--- src/rtl/alu_cc_pkg.sv ---
`timescale 1ns/1ps
package alu_cc_pkg;

  // Function select encoding; the values are part of the interface.
  typedef enum logic [1:0] {
    FN_ADD = 2'd0,
    FN_SUB = 2'd1,
    FN_AND = 2'd2,
    FN_XOR = 2'd3
  } alu_fn_e;

  function automatic logic fn_is_arith(input alu_fn_e fn);
    return (fn == FN_ADD) || (fn == FN_SUB);
  endfunction

endpackage

--- src/rtl/alu_addsub.sv ---
`timescale 1ns/1ps
module alu_addsub #(
  parameter int WIDTH = 32
) (
  input  logic [WIDTH-1:0] a_in,
  input  logic [WIDTH-1:0] b_in,
  input  logic             do_sub,
  output logic [WIDTH-1:0] sum_out,
  output logic             ovf_out
);
  localparam int MSB = WIDTH - 1;

  // Two's complement: a - b == a + ~b + 1
  function automatic logic [WIDTH-1:0] eff_operand(input logic [WIDTH-1:0] b,
                                                   input logic sub);
    return sub ? ~b : b;
  endfunction

  function automatic logic [WIDTH-1:0] add_words(input logic [WIDTH-1:0] a,
                                                 input logic [WIDTH-1:0] b,
                                                 input logic cin);
    return a + b + {{(WIDTH-1){1'b0}}, cin};
  endfunction

  // Overflow: the adder's inputs share a sign and the sum's sign differs.
  function automatic logic sign_overflow(input logic a_s, input logic b_s,
                                         input logic r_s);
    return (a_s == b_s) && (r_s != a_s);
  endfunction

  logic [WIDTH-1:0] b_eff;

  always_comb begin
    b_eff   = eff_operand(b_in, do_sub);
    sum_out = add_words(a_in, b_eff, do_sub);
    ovf_out = sign_overflow(a_in[MSB], b_eff[MSB], sum_out[MSB]);
  end
endmodule

--- src/rtl/alu_bitwise.sv ---
`timescale 1ns/1ps
module alu_bitwise #(
  parameter int WIDTH = 32
) (
  input  logic [WIDTH-1:0] a_in,
  input  logic [WIDTH-1:0] b_in,
  input  logic             pick_xor,
  output logic [WIDTH-1:0] bits_out
);
  for (genvar i = 0; i < WIDTH; i++) begin : g_bit
    logic and_b;
    logic xor_b;
    assign and_b       = a_in[i] & b_in[i];
    assign xor_b       = a_in[i] ^ b_in[i];
    assign bits_out[i] = pick_xor ? xor_b : and_b;
  end
endmodule

--- src/rtl/alu_flag_gen.sv ---
`timescale 1ns/1ps
module alu_flag_gen #(
  parameter int WIDTH = 32
) (
  input  logic [WIDTH-1:0] res_in,
  input  logic             arith_ovf,
  input  logic             arith_sel,
  output logic             zero_o,
  output logic             sign_o,
  output logic             ovf_o
);
  assign zero_o = ~|res_in;
  assign sign_o = res_in[WIDTH-1];
  assign ovf_o  = arith_sel & arith_ovf;
endmodule

--- src/rtl/alu_cc_unit.sv ---
`timescale 1ns/1ps
module alu_cc_unit
  import alu_cc_pkg::*;
#(
  parameter int WIDTH = 32
) (
  input  logic [WIDTH-1:0] x_opnd,
  input  logic [WIDTH-1:0] y_opnd,
  input  logic [1:0]       func_sel,
  output logic [WIDTH-1:0] result,
  output logic             flag_zero,
  output logic             flag_sign,
  output logic             flag_ovf
);
  localparam int MSB = WIDTH - 1;

  alu_fn_e          fn;
  logic [WIDTH-1:0] arith_res;
  logic [WIDTH-1:0] logic_res;
  logic             arith_ovf;
  logic             arith_sel;

  assign fn        = alu_fn_e'(func_sel);
  assign arith_sel = fn_is_arith(fn);

  alu_addsub #(.WIDTH(WIDTH)) u_addsub (
    .a_in   (x_opnd),
    .b_in   (y_opnd),
    .do_sub (fn == FN_SUB),
    .sum_out(arith_res),
    .ovf_out(arith_ovf)
  );

  alu_bitwise #(.WIDTH(WIDTH)) u_bitwise (
    .a_in    (x_opnd),
    .b_in    (y_opnd),
    .pick_xor(fn == FN_XOR),
    .bits_out(logic_res)
  );

  assign result = arith_sel ? arith_res : logic_res;

  alu_flag_gen #(.WIDTH(WIDTH)) u_flags (
    .res_in   (result),
    .arith_ovf(arith_ovf),
    .arith_sel(arith_sel),
    .zero_o   (flag_zero),
    .sign_o   (flag_sign),
    .ovf_o    (flag_ovf)
  );

  // Checks that tie the outputs of the separate submodules together.
  always_comb begin

    add_result_chk: assert (fn != FN_ADD || (result - y_opnd) == x_opnd);

    sub_result_chk: assert (fn != FN_SUB || (result + y_opnd) == x_opnd);

    zero_flag_chk: assert (flag_zero == (result == '0));

    sign_flag_chk: assert (flag_sign == result[MSB]);

    add_ovf_chk: assert (fn != FN_ADD ||
                         flag_ovf == ((x_opnd[MSB] == y_opnd[MSB]) && (result[MSB] != x_opnd[MSB])));

    sub_ovf_chk: assert (fn != FN_SUB ||
                         flag_ovf == ((x_opnd[MSB] != y_opnd[MSB]) && (result[MSB] != x_opnd[MSB])));

    no_overflow_chk: assert (arith_sel || !flag_ovf);
  end
endmodule

--- config.mk ---
export PLATFORM = sky130hd
export DESIGN_NAME = alu_cc_unit
export DESIGN_NICKNAME = d
export VERILOG_FILES = /design/src/rtl/alu_cc_pkg.sv /design/src/rtl/alu_addsub.sv /design/src/rtl/alu_bitwise.sv /design/src/rtl/alu_flag_gen.sv /design/src/rtl/alu_cc_unit.sv
export SDC_FILE = /design/constraint.sdc
export NUM_CORES = 1
export LEC_CHECK = 0
export CAP_MARGIN = 20
export CORE_MARGIN = 2
export CORE_UTILIZATION = 40
export DETAILED_ROUTE_END_ITERATION = 12
export PLACE_DENSITY_LB_ADDON = 0.1
export SYNTH_ARGS = -nofsm -noshare
export SYNTH_HDL_FRONTEND = slang
export SYNTH_SLANG_ARGS = --single-unit
--- constraint.sdc ---
create_clock -name vclk -period 10.57
set_input_delay 3.171 -clock vclk [all_inputs]
set_output_delay 3.171 -clock vclk [all_outputs]
set_load 0.02 [all_outputs]
==> reports/metrics.cfg, run 1 <==
[run_status]
result_of_the_run = complete, no violations

[route]
drt-wirelength-per-cell_um = 15.8
drtPass1Iterations = 5
finalWirelength_mm = 12.9
vias = 4540
route.detailed.drc = 0
avgViaCountPerCell = 5.56
initialDrtViolationCount = 148
post_detailed_route_count_of_antenna_violating_nets = 0

[final_layout]
layoutNonFillerInstCount = 817
final_common_cell = buf_4
leading_cell_types_in_the_layout_fill_and_taps_excluded = buf_4, clkdlybuf4s50_1, ha_1
final_net_count = 844
clockBufferCount = 0
ff_latch_area_um2 = 0
synthToLayoutAreaGrowth_pct = 64.3
antenna-diode-count = 0
drive_above_1_share = 0.279
numSequentialCells = 0

[place]
final_replace_weighted_congestion = 0.924
portBuffers = 101
place_inst = 809
detailedPlacementHpwl_mm = 10.5

[synth]
syn_area_per_cell_um2 = 7.37
mappedNetlistArea_um2 = 3570
largest_family_of_logic_cells_by_synthesized_area = compound AO/OA/AOI/OAI gates
synthSimpleGateAreaFrac = 0.203
yosys.area_share.adder = 0.237
proportion_of_synthesized_area_in_mux_cells = 0.0600
synth_compound_area_frac = 0.329
number_of_instances_in_the_synthesized_netlist = 484
xor_and_xnor_fraction_of_the_mapped_netlist_area = 0.123
synth_cell_types = 64
synth.largest_area_cell = ha_1
synth_top_area_share = 0.231
mappedNetlistNets = 617
yosys_warnings = 0
yosysSeqAreaShare = 0
synth_area_leaders = ha_1, xnor2_1, a21oi_1, o21ai_0, a21o_1

[timing]
worst_slew_margin_rel = 0.550
final.setup.tns_ns = 0
tightest_hold_margin_ns = 7.30
hold_violations = 0
slew_violations = 0
timing_worst_slew_pin_value_ns = 0.675
setup_viol = 0
achievable-frequency_mhz = 95.0
min_period_ns = 10.53
min_period_over_period = 0.996
grt_setup_unrepaired = yes

[pwr]
report.power.total_mw = 0.505
vdd.ir_drop.worst_mv = 0.0418
cellPowerDensity_nw_per_um2 = 86.2
cellLeakagePower_nw = 2.65

[global_route]
grt_first_pass_wirelength_mm = 20.8
grt_max_degree = 63
grt_antenna_before_repair = 0
global_route_usage_over_all_layers = 0.252
grt_pass1_vias = 4502
grt_remaining_overflow = 0

[worst_setup_path]
worstPathArrival_ns = 7.36
timing.critical_path.to_type = output port
crit_path_start_kind = primary input
worst-endpoint-required_ns = 7.40
critical_path.max_fanout = 3
timing_worst_setup_path_type = in -> out

[die]
dieArea_um2 = 9690
floorplan.initialDensity = 0.411
die-height_um = 98.4
ioPinCount = 101
die_x_um = 98.4
placeableCoreArea_um2 = 8680
std_cell_rows = 34

[job]
max_cap_violations = 0

[clock_network]
postCtsHoldBufs = 0

[hold_path]
hold_path.class = in -> out

-- path summary, 6_finish.rpt --
kind,end,startpoint,slack [ns],depth (start not counted)
hold / removal,flag_zero,func_sel[1],7.30,4
setup / recovery,flag_zero,y_opnd[0],0.04,15
-- area by class of cell --
type | instances | area, um^2
Inverter | 6 | 22.5
Multi-Input combinational cell | 444 | 3510
Tap cell | 108 | 135
Timing Repair Buffer | 259 | 2190
Fill cell | 797 | 2820
-- timing repair --
item | CTS | global route
resized for setup | 19 | 12
setup endpoints to repair | 1 | 1
setup buffers | 2 | 6
pin swaps | 6 | 12
-- report_power, final --
part	leakage, nW	internal [mW]	switching [mW]
registers	0	0	0
clock network	0	0	0
logic	2.65	0.264	0.241
-- Yosys cell counts (5+ instances only) --
master / count
buf_1: 7
o31ai_1: 7
xnor2_1: 40
a21o_1: 19
buf_2: 5
nand4_1: 5
mux2i_1: 12
inv_1: 6
nand3_1: 6
nor3_1: 9
o21ai_0: 35
a211oi_1: 13
nor2b_1: 9
xor2_1: 10
nand2_1: 35
clkbuf_1: 19
nor2_1: 21
a21oi_1: 38
o211ai_1: 18
ha_1: 66
nand2b_1: 15
mux2_2: 7
nor4_1: 6
-- metrics by stage --
step                area (um^2)   util  worst slack (ns)
finish                     5860  0.675            0.0394
global route               5860  0.675            -0.137
CTS                        5760  0.664            0.0395
detailed placement         5700  0.657            -0.758
global placement           5700  0.657            -0.700
floorplan                  3590      -            0.0193
-- routing by layer --
layer	vias up	GRT usage	part of all wire
li1	2299	-	-
met1	2114	0.327	0.45
met2	119	0.481	0.51
met3	8	0.00567	0.033
met4	0	0.0232	0.0070
met5	-	0	0
-- cells by family after synthesis --
kind of cell | count (synthesis)
AO/OA/AOI/OAI | 174
AND/OR/NAND/NOR | 133
multiplexers | 20
buffers and inverters | 40
adder cells (fa/ha/maj) | 67
XOR/XNOR | 50
-- worst max-delay path, cell delays in order --
cell	delay [ns]
clkdlybuf4s50_1	0.44
nor2_1	0.11
a21oi_1	0.06
fa_2	0.38
nor2b_4	0.15
o21a_1	0.13
o211ai_2	0.11
or4_4	0.56
nor4_2	0.15
nor4b_2	0.25
or4b_4	0.51
or4_4	0.49
or4_4	0.45
a2111oi_4	0.20
buf_4	0.19
Power figures use the tool's default switching activity.
==> run 2: changes to the inputs <==
- CORE_MARGIN: 2 -> 4
==> run 2 against run 1 <==
- power shrank 2.3%
- combinational power down 2%
- cell area down 1.5%
- sequential cell count unchanged
- first-iteration DRC count increased by 29%
- clock-buffer cell count unchanged
- non-clock buffer count shrank 15
- global-route usage decreased by 1.0 points
- sequential share of layout area unchanged
==> reports/metrics.cfg, run 2 (synthesis gave the netlist of run 1 again) <==
[run_status]
result_of_the_run = complete, no violations

[pwr]
vdd.ir_drop.worst_mv = 0.0494  ; +18%
cellLeakagePower_nw = 2.60  ; -2.1%
cellPowerDensity_nw_per_um2 = 85.5  ; -0.81%

[final_layout]
numSequentialCells = 0  ; unchanged
layout.filler_cells = 820  ; +2.9%
leading_cell_types_in_the_layout_fill_and_taps_excluded = buf_4, clkdlybuf4s50_1, ha_1
synthToLayoutAreaGrowth_pct = 61.9
final_common_cell = buf_4
clockBufferCount = 0  ; unchanged
layoutNonFillerInstCount = 802  ; -1.8%
antenna-diode-count = 0  ; unchanged
drive_above_1_share = 0.267  ; -0.0127
final_net_count = 829  ; -1.8%
ff_latch_area_um2 = 0  ; unchanged
finish.utilization = 0.665  ; -0.00980

[global_route]
grt_first_pass_wirelength_mm = 21.1  ; +1.4%
global_route_usage_over_all_layers = 0.242  ; -0.0102
grt_pass1_vias = 4519  ; +0.38%
grt_max_degree = 63  ; unchanged
grt_remaining_overflow = 0  ; unchanged
grt_antenna_before_repair = 0  ; unchanged

[worst_setup_path]
critical-path-top-delay-family = simple AND/OR/NAND/NOR gates
crit_buf_inv = 3  ; +1
timing.critical_path.to_type = output port
timing_worst_setup_path_type = in -> out
critical_path.slowest_cell = or4b_4
crit_path_start_kind = primary input
critical_path.max_fanout = 5  ; +2
worstPathArrival_ns = 7.39  ; +0.03 ns
worst-endpoint-required_ns = 7.40  ; about the same
critical_path.max_stage_delay_ns = 0.50  ; -0.06 ns
cpMostUsedCell = or4_4
path_cells = clkdlybuf4s50_1 -> inv_1 -> fa_2 -> nor2b_2 -> o2111ai_1 -> a21oi_1 -> o21a_1 -> o31ai_1 -> nor4b_4 -> or4b_4 -> or4_4 -> or4_4 -> a2111oi_4 -> buf_4

[timing]
achievable-frequency_mhz = 94.7  ; -0.32%
final.setup.tns_ns = 0  ; unchanged
hold_violations = 0  ; unchanged
tightest_hold_margin_ns = 7.29  ; -0.00743 ns
setup_viol = 0  ; unchanged
slew_violations = 0  ; unchanged
timing_worst_slew_pin_value_ns = 0.687  ; +0.0119 ns
min_period_ns = 10.56  ; +0.0337 ns
grt_setup_unrepaired = yes
min_period_over_period = 0.999  ; +0.00319
worst_slew_margin_rel = 0.538  ; -0.0122

[place]
portBuffers = 101  ; unchanged
place_inst = 801  ; -0.99%
final_replace_weighted_congestion = 0.936  ; +1.3%
detailedPlacementHpwl_mm = 10.7  ; +1.3%

[route]
initialDrtViolationCount = 191  ; +29%
post_detailed_route_count_of_antenna_violating_nets = 0  ; unchanged
avgViaCountPerCell = 5.66  ; +1.9%
vias = 4540  ; unchanged
route.detailed.drc = 0  ; unchanged
drt-wirelength-per-cell_um = 16.3  ; +2.8%
finalWirelength_mm = 13.1  ; +0.91%
drtPass1Iterations = 4  ; -1

[die]
die_x_um = 102  ; +4.1%
die-height_um = 102  ; +4.1%
dieArea_um2 = 10500  ; +8.3%
ioPinCount = 101  ; unchanged
floorplan.initialDensity = 0.411  ; unchanged
std_cell_rows = 34  ; unchanged
placeableCoreArea_um2 = 8680  ; unchanged

[clock_network]
postCtsHoldBufs = 0  ; unchanged

[job]
max_cap_violations = 0  ; unchanged

[hold_path]
hold_path.class = in -> out

## run 2: worst paths after layout
path               startpoint        end  slack, ns  cells after the start
setup / recovery    x_opnd[1]  flag_zero      0.006                     14
hold / removal    func_sel[1]  flag_zero       7.29                      4
## run 2: what timing repair did
| item | in CTS | in global routing |
|---|---|---|
| pin swaps | 5 | 9 |
| setup buffers | 1 | 0 |
| gates resized for setup | 17 | 17 |
| setup endpoints to repair | 1 | 1 |
## run 2: layout make-up
class / count / area [um^2] / share of cell area
well taps: 108 / 135 / 0.0234
inverters: 6 / 22.5 / 0.00390
repair buffers: 244 / 2090 / 0.362
multi-input cells: 444 / 3530 / 0.611
## run 2: per-layer routing
metal,GRT usage,part of all wire
met5,0,0
met4,0.0484,0.017
met3,0.0157,0.047
met2,0.430,0.49
met1,0.320,0.45
## run 2: per-stage QoR
stage | area (um^2) | power, mW | setup slack, ns
floorplan | 3590 | 0.245 | 0.0193
global placement | 5650 | 0.473 | -0.712
detailed placement | 5650 | 0.477 | -0.803
CTS | 5700 | 0.484 | 0.00475
global route | 5770 | 0.537 | -0.133
finish | 5770 | 0.494 | 0.00568
## run 2: power by group
group	internal [mW]	switching (mW)	total, mW
Clock	0	0	0
Combinational	0.257	0.237	0.494
Sequential	0	0	0
==> run 3: changes to the inputs <==
- ABC_AREA: not set -> 1
- SLEW_MARGIN: not set -> 20
==> run 3 against run 2 <==
- critical path depth up 5
- sequential cell count unchanged
- synthesized cell count up 50%
- highest routed layer unchanged
- first-iteration DRC count up 41%
- clock-buffer cell count unchanged
- sequential share of layout area unchanged
- cell count up 19%
- non-clock buffer count down 138
- largest cell class unchanged
- critical path type unchanged
==> reports/metrics.cfg, run 3 <==
[worst_setup_path]
critical_path.max_stage_delay_ns = 0.61  ; +0.11 ns
cpMostUsedCell = nand2_1
timing.critical_path.to_type = output port
critical-path-top-delay-family = simple AND/OR/NAND/NOR gates
critical_path.slowest_cell = clkdlybuf4s50_1
timing_worst_setup_path_type = in -> out
worst-path-stages = 19  ; +5
worstPathArrival_ns = 7.23  ; -0.16 ns
path_cells = clkdlybuf4s50_1 -> inv_6 -> nand2_2 -> buf_12 -> xnor2_1 -> ha_1 -> nand2_1 -> nor3_1 -> nand2_1 -> a21oi_1 -> nor2_1 -> nand2_1 -> nand2_1 -> nand3_1 -> nand3_1 -> nor2_1 -> nand3_1 -> nor2_1 -> clkdlybuf4s50_1
crit_buf_inv = 4  ; +1
critical_path.max_fanout = 32  ; +27
crit_path_start_kind = primary input
worst-endpoint-required_ns = 7.40  ; about the same

[synth]
yosysSeqAreaShare = 0  ; unchanged
count_leader_synth = nand2_1
synth_area_leaders = ha_1, nand2_1, inv_1, nand3_1, a22o_1
mappedNetlistArea_um2 = 3970  ; +11%
ys_top_cells_by_count = nand2_1, inv_1, ha_1
synth_top_area_share = 0.208  ; -0.0234
syn_area_per_cell_um2 = 5.45  ; -26%
synth.largest_area_cell = ha_1
number_of_instances_in_the_synthesized_netlist = 728  ; +50%
synth_cell_types = 31  ; -52%
yosys_warnings = 0  ; unchanged
mappedNetlistNets = 861  ; +40%

[global_route]
grt_antenna_before_repair = 0  ; unchanged
grt_pass1_vias = 4712  ; +4.3%
grt_first_pass_wirelength_mm = 22.5  ; +6.8%
global_route_usage_over_all_layers = 0.235  ; -0.00638
grt_max_degree = 33  ; -48%
grt_remaining_overflow = 0  ; unchanged

[final_layout]
drive_above_1_share = 0.0305  ; -0.236
clockBufferCount = 0  ; unchanged
numSequentialCells = 0  ; unchanged
antenna-diode-count = 0  ; unchanged
ff_latch_area_um2 = 0  ; unchanged
leading_cell_types_in_the_layout_fill_and_taps_excluded = nand2_1, inv_1, clkdlybuf4s50_1
layoutNonFillerInstCount = 953  ; +19%
synthToLayoutAreaGrowth_pct = 29.1
final_common_cell = nand2_1
finish.utilization = 0.527  ; -0.139
layout.filler_cells = 1058  ; +29%
multi_input_logic_area_um2 = 3340  ; -5.4%
final_net_count = 955  ; +15%

[route]
dr_wl_met2_mm = 6.02  ; -5.8%
vias = 4881  ; +7.5%
drtPass1Iterations = 5  ; +1
drt-wirelength-per-cell_um = 14.5  ; -11%
initialDrtViolationCount = 270  ; +41%
avgViaCountPerCell = 5.12  ; -9.5%
wire_length_the_detailed_router_placed_on_met1_mm = 6.81  ; +17%
dr_wl_met3_um = 828  ; +34%
post_detailed_route_count_of_antenna_violating_nets = 0  ; unchanged
route.detailed.drc = 0  ; unchanged
topRoutingLayerUsed = met4
finalWirelength_mm = 13.9  ; +6.2%

[run_status]
result_of_the_run = complete, no violations

[job]
max_cap_violations = 0  ; unchanged

[place]
portBuffers = 101  ; unchanged
final_replace_weighted_congestion = 0.930  ; -0.68%
place_inst = 952  ; +19%
detailedPlacementHpwl_mm = 11.9  ; +11%

[timing]
tightest_hold_margin_ns = 7.59  ; +0.301 ns
setup_viol = 0  ; unchanged
grt_setup_unrepaired = no
slew_violations = 0  ; unchanged
min_period_over_period = 0.984  ; -0.0152
achievable-frequency_mhz = 96.1  ; +1.5%
hold_violations = 0  ; unchanged
final.setup.tns_ns = 0  ; unchanged
worst_slew_margin_rel = 0.521  ; -0.0167
timing_worst_slew_pin_value_ns = 0.718  ; +0.0306 ns
min_period_ns = 10.40  ; -0.161 ns

[clock_network]
post_cts_resized = 0  ; -17
postCtsHoldBufs = 0  ; unchanged
postCtsSetupRepairBufs = 0  ; -1

[die]
die-height_um = 108  ; +5.1%
floorplan.initialDensity = 0.408  ; -0.00312
die_x_um = 108  ; +5.1%
dieArea_um2 = 11600  ; +10%
std_cell_rows = 36  ; +5.9%
ioPinCount = 101  ; unchanged
placeableCoreArea_um2 = 9730  ; +12%

[pwr]
cellLeakagePower_nw = 2.73  ; +5.0%
cellPowerDensity_nw_per_um2 = 76.6  ; -10%
vdd.ir_drop.worst_mv = 0.0477  ; -3.4%

[hold_path]
hold_path.class = in -> out
hold_path_depth = 5  ; +1

-- run 3: changes by cell type after synthesis, moves of 13 or more --
cell / change
a21o_1: -18
a22o_1: +28
clkbuf_1: -14
inv_1: +138
nand2_1: +182
nand2_2: +13
nand2b_1: -15
nand3_1: +51
nor2_1: +41
o211ai_1: -18
o21ai_0: -24
-- run 3: layer usage --
layer  GRT usage  vias up
li1            -     2513
met1       0.343     2195
met2       0.387      159
met3      0.0156       14
met4      0.0343        0
met5           0        -
-- run 3: final cells by class --
cell class,instances,area share
tap,133,0.0325
multi-input combinational,568,0.651
inverter,146,0.108
timing repair buffer,106,0.208
-- run 3: cell families after synthesis --
kind of cell | share of synthesized area
AOI/OAI and AO/OA | 0.136
xor gates and xnor gates | 0.0684
adders and majority gates | 0.213
buffers and inverters | 0.159
and+or+nand+nor | 0.423
-- run 3: through the flow --
stage               instance area (um^2)  worst slack, ns  power (mW)
floorplan                           3970             1.62       0.247
global placement                    5110            0.296       0.386
detailed placement                  5110            0.328       0.388
CTS                                 5110            0.307       0.390
global route                        5120           0.0119       0.438
finish                              5120            0.166       0.392
-- run 3: path summary, 6_finish.rpt --
path | slack (ns) | end | startpoint
max | 0.17 | flag_zero | func_sel[1]
min | 7.59 | flag_ovf | x_opnd[31]
-- run 3: worst min-delay path, cell delays in order --
cell             delay (ns)
clkdlybuf4s50_1        0.48
inv_1                  0.06
nand2_1                0.09
a211oi_1               0.08
clkdlybuf4s50_1        0.53
-- run 3: where the power goes --
part | internal, mW | switching [mW]
registers | 0 | 0
logic | 0.159 | 0.233
clock network | 0 | 0
